$ cat src/rtl/rxr_pkg.sv
// Shared constants for the receive descriptor ring engine.
// Assumes a 6-bit word address port and at most 16 descriptors.
package rxr_pkg;
    localparam int ADDR_W    = 6;
    localparam int DATA_W    = 32;
    localparam int HALF_W    = 16;
    localparam int ERR_W     = 3;
    localparam int SLOT_W    = 4;
    localparam int ST_EMPTY  = 15;
    localparam int ST_WRAP   = 13;

    typedef enum logic [1:0] {
        CTL_BASE  = 2'd0,
        CTL_RSTAT = 2'd1,
        CTL_EVENT = 2'd2,
        CTL_INDEX = 2'd3
    } ctl_reg_e;
endpackage

$ cat src/rtl/rxr_desc_mem.sv
// Descriptor store: status, length and pointer per slot.
// Software reads and writes whole words. The hardware write-back updates
// length, error field and empty flag together, and takes priority over a
// software write to the same status/length word in the same cycle.
// Assumes hw_idx < DEPTH.
module rxr_desc_mem
    import rxr_pkg::*;
#(
    parameter int DEPTH = 8,
    parameter int IDX_W = 3
) (
    input  logic              clk,
    input  logic              rst_n,
    input  logic              sw_wr,
    input  logic [SLOT_W-1:0] sw_slot,
    input  logic              sw_sel,
    input  logic [DATA_W-1:0] sw_wdata,
    output logic [DATA_W-1:0] sw_rdata,
    input  logic [IDX_W-1:0]  hw_idx,
    output logic [HALF_W-1:0] hw_status,
    input  logic              wb_en,
    input  logic [HALF_W-1:0] wb_len,
    input  logic [ERR_W-1:0]  wb_err
);
    logic [HALF_W-1:0] stat_q [DEPTH];
    logic [HALF_W-1:0] len_q  [DEPTH];
    logic [DATA_W-1:0] ptr_q  [DEPTH];

    // Storage update: hardware write-back first, then software writes.
    always_ff @(posedge clk) begin
        if (!rst_n) begin
            for (int i = 0; i < DEPTH; i++) begin
                stat_q[i] <= '0;
                len_q[i]  <= '0;
                ptr_q[i]  <= '0;
            end
        end else begin
            for (int i = 0; i < DEPTH; i++) begin
                if (wb_en && hw_idx == IDX_W'(i)) begin
                    stat_q[i] <= {1'b0, stat_q[i][ST_EMPTY-1:ERR_W], wb_err};
                    len_q[i]  <= wb_len;
                end else if (sw_wr && !sw_sel && sw_slot == SLOT_W'(i)) begin
                    stat_q[i] <= sw_wdata[DATA_W-1:HALF_W];
                    len_q[i]  <= sw_wdata[HALF_W-1:0];
                end
                if (sw_wr && sw_sel && sw_slot == SLOT_W'(i))
                    ptr_q[i] <= sw_wdata;
            end
        end
    end

    // Software read mux; slots beyond DEPTH read as zero.
    always_comb begin
        sw_rdata = '0;
        for (int i = 0; i < DEPTH; i++)
            if (sw_slot == SLOT_W'(i))
                sw_rdata = sw_sel ? ptr_q[i] : {stat_q[i], len_q[i]};
    end

    // Status of the slot under the ring index.
    always_comb begin
        hw_status = '0;
        for (int i = 0; i < DEPTH; i++)
            if (hw_idx == IDX_W'(i))
                hw_status = stat_q[i];
    end


    wb_release_chk: assert property (@(posedge clk) disable iff (!rst_n)
        wb_en |=> (stat_q[$past(hw_idx)][ST_EMPTY] == 1'b0 &&
                   len_q[$past(hw_idx)] == $past(wb_len)));
endmodule

$ cat src/rtl/rxr_frame_ctl.sv
// Frame controller: at frame start it claims the current descriptor or
// discards the frame, counts the bytes of a claimed frame, and issues the
// write-back on the last byte. A discarded frame is dropped to its end,
// even if the halt is lifted in the middle of it.
module rxr_frame_ctl
    import rxr_pkg::*;
(
    input  logic              clk,
    input  logic              rst_n,
    input  logic              byte_vld,
    input  logic              byte_last,
    input  logic [ERR_W-1:0]  byte_err,
    input  logic              halted,
    input  logic              desc_empty,
    output logic              blocked,
    output logic              wb_en,
    output logic [HALF_W-1:0] wb_len,
    output logic [ERR_W-1:0]  wb_err
);
    logic              fill_q, drop_q;
    logic [HALF_W-1:0] cnt_q;
    logic              start, accept, discard;
    logic [HALF_W-1:0] cnt_inc;

    // Frame-start decisions and write-back signals.
    always_comb begin
        start   = byte_vld && !fill_q && !drop_q;
        accept  = start && !halted && desc_empty;
        discard = start && !accept;
        blocked = start && !halted && !desc_empty;
        cnt_inc = (cnt_q == '1) ? cnt_q : cnt_q + 1'b1;
        wb_en   = byte_vld && byte_last && (accept || fill_q);
        wb_len  = accept ? HALF_W'(1) : cnt_inc;
        wb_err  = byte_err;
    end

    // Frame state and saturating byte count.
    always_ff @(posedge clk) begin
        if (!rst_n) begin
            fill_q <= 1'b0;
            drop_q <= 1'b0;
            cnt_q  <= '0;
        end else if (byte_vld) begin
            if (accept)      cnt_q <= HALF_W'(1);
            else if (fill_q) cnt_q <= cnt_inc;
            if (byte_last) begin
                fill_q <= 1'b0;
                drop_q <= 1'b0;
            end else if (accept) begin
                fill_q <= 1'b1;
            end else if (discard) begin
                drop_q <= 1'b1;
            end
        end
    end


    drop_no_wb_chk: assert property (@(posedge clk) disable iff (!rst_n)
        drop_q |-> !wb_en);


    drop_until_end_chk: assert property (@(posedge clk) disable iff (!rst_n)
        (drop_q && !(byte_vld && byte_last)) |=> drop_q);
endmodule

$ cat src/rtl/rxr_ring_ptr.sv
// Ring pointer plus halt/busy state. The index follows write-backs and
// returns to the base after a wrap-flagged slot. The halt is set by a
// blocked frame start and cleared only by the halt-clear command. The
// busy event is write-one-to-clear, and a new set wins over a clear.
module rxr_ring_ptr #(
    parameter int DEPTH = 8,
    parameter int IDX_W = 3
) (
    input  logic             clk,
    input  logic             rst_n,
    input  logic             adv,
    input  logic             cur_wrap,
    input  logic             base_wr,
    input  logic [IDX_W-1:0] base_val,
    input  logic             blocked,
    input  logic             halt_clr,
    input  logic             busy_w1c,
    output logic [IDX_W-1:0] cur_idx,
    output logic             halted,
    output logic             busy
);
    logic [IDX_W-1:0] base_q, idx_q;
    logic             base_ok;

    assign base_ok = (base_val <= IDX_W'(DEPTH - 1));
    assign cur_idx = idx_q;

    // Ring base and current index.
    always_ff @(posedge clk) begin
        if (!rst_n) begin
            base_q <= '0;
            idx_q  <= '0;
        end else if (base_wr && base_ok) begin
            base_q <= base_val;
            idx_q  <= base_val;
        end else if (adv) begin
            if (cur_wrap)                        idx_q <= base_q;
            else if (idx_q == IDX_W'(DEPTH - 1)) idx_q <= '0;
            else                                 idx_q <= idx_q + 1'b1;
        end
    end

    // Halt flag and busy event.
    always_ff @(posedge clk) begin
        if (!rst_n) begin
            halted <= 1'b0;
            busy   <= 1'b0;
        end else begin
            if (blocked)       halted <= 1'b1;
            else if (halt_clr) halted <= 1'b0;
            if (blocked)       busy   <= 1'b1;
            else if (busy_w1c) busy   <= 1'b0;
        end
    end


    idx_move_chk: assert property (@(posedge clk) disable iff (!rst_n)
        (idx_q != $past(idx_q)) |-> $past(adv || base_wr));


    halt_sets_busy_chk: assert property (@(posedge clk) disable iff (!rst_n)
        $rose(halted) |-> busy);


    halt_hold_chk: assert property (@(posedge clk) disable iff (!rst_n)
        (halted && !halt_clr) |=> halted);


    busy_hold_chk: assert property (@(posedge clk) disable iff (!rst_n)
        (busy && !busy_w1c) |=> busy);
endmodule

$ cat src/rtl/rx_ring_engine.sv
// Receive descriptor ring engine top: register decode plus the store,
// frame controller and ring pointer. Assumes DEPTH between 2 and 16.
module rx_ring_engine
    import rxr_pkg::*;
#(
    parameter int DEPTH = 8,
    localparam int IDX_W = (DEPTH > 1) ? $clog2(DEPTH) : 1
) (
    input  logic              clk,
    input  logic              rst_n,
    input  logic              rx_vld,
    input  logic              rx_last,
    input  logic [ERR_W-1:0]  rx_err,
    input  logic              reg_wr,
    input  logic [ADDR_W-1:0] reg_addr,
    input  logic [DATA_W-1:0] reg_wdata,
    output logic [DATA_W-1:0] reg_rdata,
    output logic              rx_halted,
    output logic              rx_busy_evt,
    output logic [IDX_W-1:0]  ring_idx,
    output logic              desc_done
);
    logic              is_ctl, ctl_hit;
    ctl_reg_e          ctl_sel;
    logic [DATA_W-1:0] mem_rdata;
    logic [HALF_W-1:0] cur_status;
    logic              blocked, wb_en;
    logic [HALF_W-1:0] wb_len;
    logic [ERR_W-1:0]  wb_err;
    logic              base_wr, halt_clr, busy_w1c;

    // Address decode for the control registers.
    always_comb begin
        is_ctl   = reg_addr[ADDR_W-1];
        ctl_hit  = is_ctl && (reg_addr[ADDR_W-2:2] == '0);
        ctl_sel  = ctl_reg_e'(reg_addr[1:0]);
        base_wr  = reg_wr && ctl_hit && ctl_sel == CTL_BASE;
        halt_clr = reg_wr && ctl_hit && ctl_sel == CTL_RSTAT && reg_wdata[0];
        busy_w1c = reg_wr && ctl_hit && ctl_sel == CTL_EVENT && reg_wdata[0];
    end

    // Read data mux.
    always_comb begin
        reg_rdata = '0;
        if (!is_ctl) reg_rdata = mem_rdata;
        else if (ctl_hit) begin
            case (ctl_sel)
                CTL_RSTAT: reg_rdata = DATA_W'(rx_halted);
                CTL_EVENT: reg_rdata = DATA_W'(rx_busy_evt);
                CTL_INDEX: reg_rdata = DATA_W'(ring_idx);
                default:   reg_rdata = '0;
            endcase
        end
    end

    assign desc_done = wb_en;

    rxr_desc_mem #(.DEPTH(DEPTH), .IDX_W(IDX_W)) u_mem (
        .clk(clk), .rst_n(rst_n),
        .sw_wr(reg_wr && !is_ctl), .sw_slot(reg_addr[SLOT_W:1]),
        .sw_sel(reg_addr[0]), .sw_wdata(reg_wdata), .sw_rdata(mem_rdata),
        .hw_idx(ring_idx), .hw_status(cur_status),
        .wb_en(wb_en), .wb_len(wb_len), .wb_err(wb_err)
    );

    rxr_frame_ctl u_frame (
        .clk(clk), .rst_n(rst_n),
        .byte_vld(rx_vld), .byte_last(rx_last), .byte_err(rx_err),
        .halted(rx_halted), .desc_empty(cur_status[ST_EMPTY]),
        .blocked(blocked), .wb_en(wb_en), .wb_len(wb_len), .wb_err(wb_err)
    );

    rxr_ring_ptr #(.DEPTH(DEPTH), .IDX_W(IDX_W)) u_ptr (
        .clk(clk), .rst_n(rst_n),
        .adv(wb_en), .cur_wrap(cur_status[ST_WRAP]),
        .base_wr(base_wr), .base_val(reg_wdata[IDX_W-1:0]),
        .blocked(blocked), .halt_clr(halt_clr), .busy_w1c(busy_w1c),
        .cur_idx(ring_idx), .halted(rx_halted), .busy(rx_busy_evt)
    );


    halt_no_wb_chk: assert property (@(posedge clk) disable iff (!rst_n)
        rx_halted |-> !desc_done);
endmodule

$ cat config.mk
export PLATFORM = sky130hd
export DESIGN_NAME = rx_ring_engine
export DESIGN_NICKNAME = d
export VERILOG_FILES = /design/src/rtl/rxr_pkg.sv /design/src/rtl/rxr_desc_mem.sv /design/src/rtl/rxr_frame_ctl.sv /design/src/rtl/rxr_ring_ptr.sv /design/src/rtl/rx_ring_engine.sv
export SDC_FILE = /design/constraint.sdc
export NUM_CORES = 1
export LEC_CHECK = 0
export BUFFER_PORTS_ARGS = -buffer_cell sky130_fd_sc_hd__buf_4
export CORE_ASPECT_RATIO = 1.2
export CORE_MARGIN = 4
export CORE_UTILIZATION = 57
export CTS_CLUSTER_DIAMETER = 200
export DETAILED_ROUTE_END_ITERATION = 6
export MAX_ROUTING_LAYER = met4
export PLACE_DENSITY = 0.77
export SYNTH_ARGS = -nofsm -noshare
export SYNTH_HDL_FRONTEND = slang
export SYNTH_HIERARCHICAL = 1
export SYNTH_SLANG_ARGS = --single-unit
$ cat constraint.sdc
create_clock -name clk -period 4.53 [get_ports clk]
set_input_delay 0.453 -clock clk [delete_from_list [all_inputs] [get_ports clk]]
set_output_delay 0.453 -clock clk [all_outputs]
set_load 0.1 [all_outputs]
Yosys cells after proc, flatten, opt, wreduce, memory -nomap -nowiden --
Memories as Yosys holds them, arrays and structs flattened. Index checks and enable logic that the tools add are counted.
Word-level totals: input port bits 46, register bits after elaboration 26, RAM bits 512, memories 3
Memories:
- u_mem.ptr_q | depth 8, width 32, read ports 8, clocked after Yosys merged registers in 0, write ports 8, line rxr_desc_mem.sv:27 | logic [DATA_W-1:0] ptr_q [DEPTH];
- u_mem.len_q | depth 8, width 16, read ports 8, clocked after Yosys merged registers in 0, write ports 8, line rxr_desc_mem.sv:26 | logic [HALF_W-1:0] len_q [DEPTH];
- u_mem.stat_q | depth 8, width 16, read ports 8, clocked after Yosys merged registers in 0, write ports 8, line rxr_desc_mem.sv:25 | logic [HALF_W-1:0] stat_q [DEPTH];
Operators by class: equality and inequality tests 19, $lt $le $gt $ge 1, multiplexer cells 165, $add $sub $neg 2, bitwise operators 40, reduce and logical (&&, ||, !) cells 64
Operators with widths (count):
- $mux 32 | 25
- $mux 16 | 44
- $mux 1 | 90
- $logic_and 1x1->1 | 43
- $or 1x1->1 | 40
- $add 16x1->16 const B | 1
- $eq 16x16->1 const B | 1
- $eq 4x3->1 const B | 4
- $mux 3 | 5
- $eq 3x3->1 const B | 4
- $reduce_bool 2->1 | 6
- $pmux 3 s3 | 1
- $eq 4x2->1 const B | 2
- $logic_not 1->1 | 7
- $eq 3x2->1 const B | 2
- $logic_not 3->1 | 2
- $eq 2x2->1 const B | 2
- $eq 4x1->1 const B | 1
- $logic_not 4->1 | 1
- $reduce_and 2->1 | 2
- $add 3x1->3 const B | 1
- $eq 3x1->1 const B | 1
- $le 3x3->1 const B | 1
- $reduce_and 3->1 | 1
- other kinds (4) | 4

Depth between registers and ports, before layout --
Gate-level depths: netlist (run 1).
word-level depth 18, gate-level depth with buffers 15, depth with buffers taken out 10

Modules after synthesis --
The synthesis (run 1) kept the hierarchy.
Modules (own cells, without submodules):
- rxr_desc_mem | instances 1, area each 25829.8 µm², cells an instance 1994
- rxr_frame_ctl | instances 1, area each 1332.5 µm², cells an instance 179
- rxr_ring_ptr | instances 1, area each 389.1 µm², cells an instance 38
- rx_ring_engine | instances 1, area each 330.3 µm², cells an instance 53

Worst setup path before layout (run 1) --
Ideal clock, no wire load.
path type register to register, start point register u_ptr.idx_q[0] (netlist: u_ptr/cur_idx[0]), end point memory u_mem.len_q[3][0] (netlist: u_mem/len_q[0][48]), enable pin, required time 4078 ps, data arrival time 5936 ps, cell stages (with the launch flop) 13, path buffers 5, path slack -1858 ps, period minus slack after synthesis 6388 ps, path through dfxtp_1 -> buf_2 -> buf_4 -> clkbuf_1 -> buf_1 -> a221oi_1 -> o21ai_0 -> a21oi_1 -> nor2_1 -> nand4b_1 -> nand3_1 -> clkbuf_1 -> nand3_1
RTL lines:
- start, declared | line rxr_ring_ptr.sv:22 | logic [IDX_W-1:0] base_q, idx_q;
- start signal, assigned | line rxr_ring_ptr.sv:35 | idx_q <= base_val;
- start signal, assigned | line rxr_ring_ptr.sv:37 | if (cur_wrap) idx_q <= base_q;
- start signal, assigned | line rxr_ring_ptr.sv:39 | else idx_q <= idx_q + 1'b1;
- end, declared | line rxr_desc_mem.sv:26

==> run metrics, run 1 <==
status completed; GPL Wtd Cong around 0.93; crit path time final 3.91 ns; reg2reg setup slack 0.62 ns; CTS H-tree depth 2; Layout Nets 2185; Worst Hold End u_mem/stat_q[0][95]$_SDFFCE_PN0P_; power per cell area 383 nW/µm²; DR iter-0 viols 2824; Syn Inst Count 2137; Final Max Tran Viols 0; port buffer count 83; largest net degree at the start of global routing 77; Post-Route WL 84200 µm; Cell Area, Synth 27100 µm²; All-Layer GR Usage 33.1%; Worst slew margin 22.8%; CTS Hold Bufs 0; global route total overflow 0; Die W slightly above 200 µm; Critical-path top delay cell dfxtp_2; Avg Cell Area, Syn 12.7 µm²; synth-to-layout area growth 10.6%; Core Box Area between 40000 and 50000 µm²; Min Hold Slack 0.156 ns; Core Util, Final 63.7%; worst min path class in2reg; initial antenna violation count 0; dpl cells 2705; Max rail drop VDD 330 µV; Ant. Diodes 0; DRC 0; Hold Path Depth 2; drt wl/cell around 30 µm; Clock Tree Root clkbuf_16; Place WS around 0.68 ns; worst skew pair latency 0.60 ns; CTS clk-pin slew, worst paths 0.06 ns; Vias 19700; WS Path Type reg2reg; Fillers 3461; post-route non-filler standard cell count 2795; First-pass DRT Iterations 6; CP endpoint kind flip-flop; CP most frequent cell o21ai_0; CP arrival 4.08 ns; Fin Clk Skew 0.0214 ns; die area 51100 µm²; I/O pin count 84; biggest fanout along the worst timing path 25; reg2reg path depth 9; Synth Warn # 6; Sequential cell area 15900 µm²; first-pass GRT wire length 124000 µm; share of layout cells above drive strength 1 21.9%; Critical Path, Cell by Cell mux2i_1 -> o21ai_0 -> a221oi_1 -> o21ai_0 -> a21oi_1 -> nor2_4 -> or4b_1 -> nand3_1 -> nand2_1; maximum buffer depth of the clock tree 3; unrepaired setup endpoints after global routing no; max cap viols 0; CP Launch Type flip-flop; Finish-stage setup viols 0; Max Clk Rate about 260 MHz; Starting Density 57.6%; cts repair resizes 0; post-synth net total approximately 2200; row cnt 87; Worst R2R End u_mem/stat_q[0][5]$_SDFFCE_PN0P_; CTS buffer count 52; vias in the first global route 19900; Hold Path Origin reg_wdata[31]; FF-to-FF Start u_ptr/cur_idx[1]$_SDFFE_PN0P_; Die Height 247 µm; Crit path largest cell delay 0.59 ns; area taken by multi-input logic gates 10000 µm²; Final period util 86.3%; postcts setup bufs 0; Final ANT Viol Nets 0; placed inst area 28300 µm²; Total Power 11.5 mW; fin area approximately 30000 µm²; worst path required time 4.70 ns; Fin Setup TNS 0 ns; CTS tree done; DPL Wire Length approximately 50000 µm; DR vias/cell 7.03; worst-margin pin slew 1.15 ns; total clock sinks 538; endpoints failing hold 0; final worst slack 0.621 ns; Leak 10.6 nW
## registers in the layout, summed over array words and instances (netlist names)
| register | flops |
|---|---|
| u_ptr/halted | 1 |
| u_ptr/cur_idx | 3 |
| u_frame/fill_q | 1 |
| u_mem/ptr_q | 256 |
| u_ptr/base_q | 3 |
| u_frame/drop_q | 1 |
| u_frame/cnt_q | 16 |
| u_mem/stat_q | 128 |
| u_mem/len_q | 128 |
| u_ptr/busy | 1 |
## cells in the final DEF (no fill, tap or decap), types with 23 or more instances in the layout
master       n
buf_4      163
mux4_2      96
and2_1      76
o22ai_1    107
dfxtp_1     23
nand2_1    109
a21oi_1     68
mux2_2      32
a22oi_1     35
nand3_1     25
mux2i_1    123
clkbuf_16   53
edfxtp_1   512
o221a_2     53
o32ai_1     32
nor2b_1     38
nor2_1     327
inv_1       47
## critical path, delay by kind of cell, from the launching register on
family | cells | cell delay (ns)
muxes | 1 | 0.14
DFF | 1 | 0.59
AOI/OAI and AO/OA | 4 | 0.89
and+or+nand+nor | 4 | 1.83
## worst max-delay path by stage
stage / from / end / cells past startpoint
4_1_cts: u_ptr/cur_idx[1]$_SDFFE_PN0P_ / u_mem/stat_q[0][8]$_SDFFCE_PN0P_ / 9
3_3_place_gp: u_ptr/cur_idx[1]$_SDFFE_PN0P_ / u_mem/stat_q[0][5]$_SDFFCE_PN0P_ / 9
5_1_grt: u_ptr/cur_idx[1]$_SDFFE_PN0P_ / u_mem/stat_q[0][8]$_SDFFCE_PN0P_ / 9
2_1_floorplan: u_ptr/cur_idx[1]$_SDFFE_PN0P_ / u_mem/len_q[0][0]$_SDFFCE_PN0P_ / 13
6_report: u_ptr/cur_idx[1]$_SDFFE_PN0P_ / u_mem/stat_q[0][5]$_SDFFCE_PN0P_ / 9
3_5_place_dp: u_ptr/cur_idx[1]$_SDFFE_PN0P_ / u_mem/stat_q[0][5]$_SDFFCE_PN0P_ / 9
## final cells by class
type	instances	area share, %
inverter	49	0.614
sequential	538	53.1
multi-input combinational	1323	33.5
clock buffer	62	4.54
tap	623	2.60
timing repair buffer	172	4.67
clock inverter	28	1.04
## layer usage
| layer | GRT usage, % | wire length (µm) | up-vias |
|---|---|---|---|
| met1 | 38.8 | 27800 | 9635 |
| met3 | 6.20 | 9930 | 354 |
| li1 | - | - | 8119 |
| met2 | 55.3 | 41500 | 1554 |
| met4 | 16.8 | 4980 | 0 |
| met5 | - | 0 | - |
## where the power goes
part           total (mW)  switching [mW]  internal, mW
combinational        1.29           0.856         0.431
clock                4.37            1.84          2.52
sequential           5.83           0.118          5.71
total                11.5            2.82          8.66
Note: power is estimated with default switching activity, not from simulation.
==> run 2: changes to the inputs <==
Settings changed: CORE_ASPECT_RATIO 1.2 to not set, CORE_UTILIZATION 57 to 60.
Clock period 4.53 ns to 3.9 ns, I/O delays scaled along.
==> run metrics, run 2 (synthesis results as in run 1) <==
post-route non-filler standard cell count 2780; status completed; biggest fanout along the worst timing path 20; I/O pin count 84; Clock Tree Root clkbuf_16; worst path required time between 4 and 5 ns; Final Max Tran Viols 0; First-pass DRT Iterations 6; DPL Wire Length 52200 µm; worst skew pair latency slightly above 0.6 ns; dpl cells ~2700; Starting Density 61.0%; Worst slew margin 24.0%; global route total overflow 0; Vias ~20000; worst-margin pin slew 1.14 ns; Max Clk Rate 270 MHz; Fin Clk Skew 0.0116 ns; CP arrival 4.15 ns; CP endpoint kind flip-flop; row cnt 77; port buffer count 83; initial antenna violation count 1; Final ANT Viol Nets 0; total clock sinks 538; maximum buffer depth of the clock tree 3; CTS clk-pin slew, worst paths 0.06 ns; CTS buffer count 54; fin area 30200 µm²; DRC 0; Final period util between 90 and 100%; DR vias/cell slightly above 7; vias in the first global route about 20000; WS Path Type reg2reg; unrepaired setup endpoints after global routing no; Post-Route WL 86500 µm; Finish-stage setup viols 0; Largest regs u_mem/ptr_q (256), u_mem/len_q (128), u_mem/stat_q (128); commonest cells after routing, fill and taps aside edfxtp_1 (512), nor2_1 (328), buf_4 (172); CTS tree done; most common cell after layout, fill and taps aside edfxtp_1; Fillers ~3000; largest net degree at the start of global routing between 70 and 80; crit path time final 3.70 ns; Fin Setup TNS 0 ns; Max rail drop VDD 312 µV; max cap viols 0; endpoints failing hold 0; die area 48600 µm²; FF-to-FF Start u_ptr/cur_idx[2]$_SDFFE_PN0P_; Largest register FFs 256; placed inst area 28400 µm²; DR iter-0 viols 3022; first-pass GRT wire length 127000 µm; Die W 220 µm; Die Height roughly 220 µm; All-Layer GR Usage a little over a third; Leak between 10 and 15 nW; CTS H-tree depth 2; Layout Nets 2199; share of layout cells above drive strength 1 22.9%; worst min path class in2reg; synth-to-layout area growth 11.3%; Top reg by flops u_mem/ptr_q; GPL Wtd Cong 0.944; CP startpoint u_ptr/cur_idx[2]$_SDFFE_PN0P_; CP Launch Type flip-flop; Core Box Area 44400 µm²; drt wl/cell a little over 30 µm; Hold Path Origin rx_vld; Ant. Diodes 0; CTS Hold Bufs 0; power per cell area 448 nW/µm²
[run 2: cell types whose count changed in the layout (fill, tap and decap cells not counted), moves of 3 or more]
cell	change
buf_4	+9
clkinv_1	-3
clkbuf_1	+3
nand3_1	-6
nand3_2	+4
inv_6	+3
[run 2: area by class of cell]
cell class	instances	area [µm²]	share of cell area, %
sequential	538	15900	52.7
multi-input combinational	1323	10100	33.4
timing repair buffer	184	1520	5.03
clock buffer	69	1450	4.80
tap	592	741	2.46
clock inverter	25	287	0.950
inverter	49	184	0.610
[run 2: metal layers]
metal / part of all wire [%] / vias up / wire length (µm) / GRT usage, %
met4: 6.1 / 0 / 5250 / 17.8
li1: - / 8150 / - / -
met3: 13 / 394 / 11600 / 8.34
met5: 0 / - / 0 / -
met2: 46 / 1656 / 40100 / 56.3
met1: 34 / 9775 / 29600 / 46.7
[run 2: report_power, final]
part           internal, mW  leakage (nW)  total [mW]  switching [mW]
logic                 0.512          4.67        1.52            1.01
clock network          3.01         0.842        5.21            2.20
registers              6.63          5.21        6.78           0.143
total                  10.2          10.7        13.5            3.35
[run 2: worst paths after layout]
check                                         end  slack [ns]  depth (start not counted)
setup / recovery  u_mem/len_q[0][9]$_SDFFCE_PN0P_        0.20                         11
setup reg to reg  u_mem/len_q[0][9]$_SDFFCE_PN0P_        0.20                         11
hold / removal        u_frame/drop_q$_SDFFE_PN0P_        0.08                          3
hold reg to reg      u_ptr/base_q[2]$_SDFFE_PN0P_        0.53                          2
[run 2: critical path, stage by stage, from the launching register on]
cell	delay [ns]
dfxtp_2	0.53
mux2i_1	0.22
nor2_1	0.05
a221oi_1	0.35
o21ai_1	0.25
a21oi_1	0.38
nor2_4	0.15
or4b_1	0.35
nor3b_4	0.59
buf_4	0.39
o22ai_1	0.14
nor2_1	0.12
[run 2: what timing repair did]
item,4_1_cts,5_1_grt
setup endpoints to repair,0,1
setup buffers,0,0
gates resized for setup,0,1
[run 2: stage by stage]
step           setup slack (ns)  power [mW]  util (%)  hold slack, ns
2_1_floorplan           -0.0256        7.85         -           0.460
3_3_place_gp              0.427        8.32      64.0           0.475
3_5_place_dp              0.324        8.37      64.0           0.514
4_1_cts                   0.272        13.5      67.9          0.0661
5_1_grt                  0.0538        13.8      67.9          0.0961
6_report                  0.201        13.5      67.9          0.0807
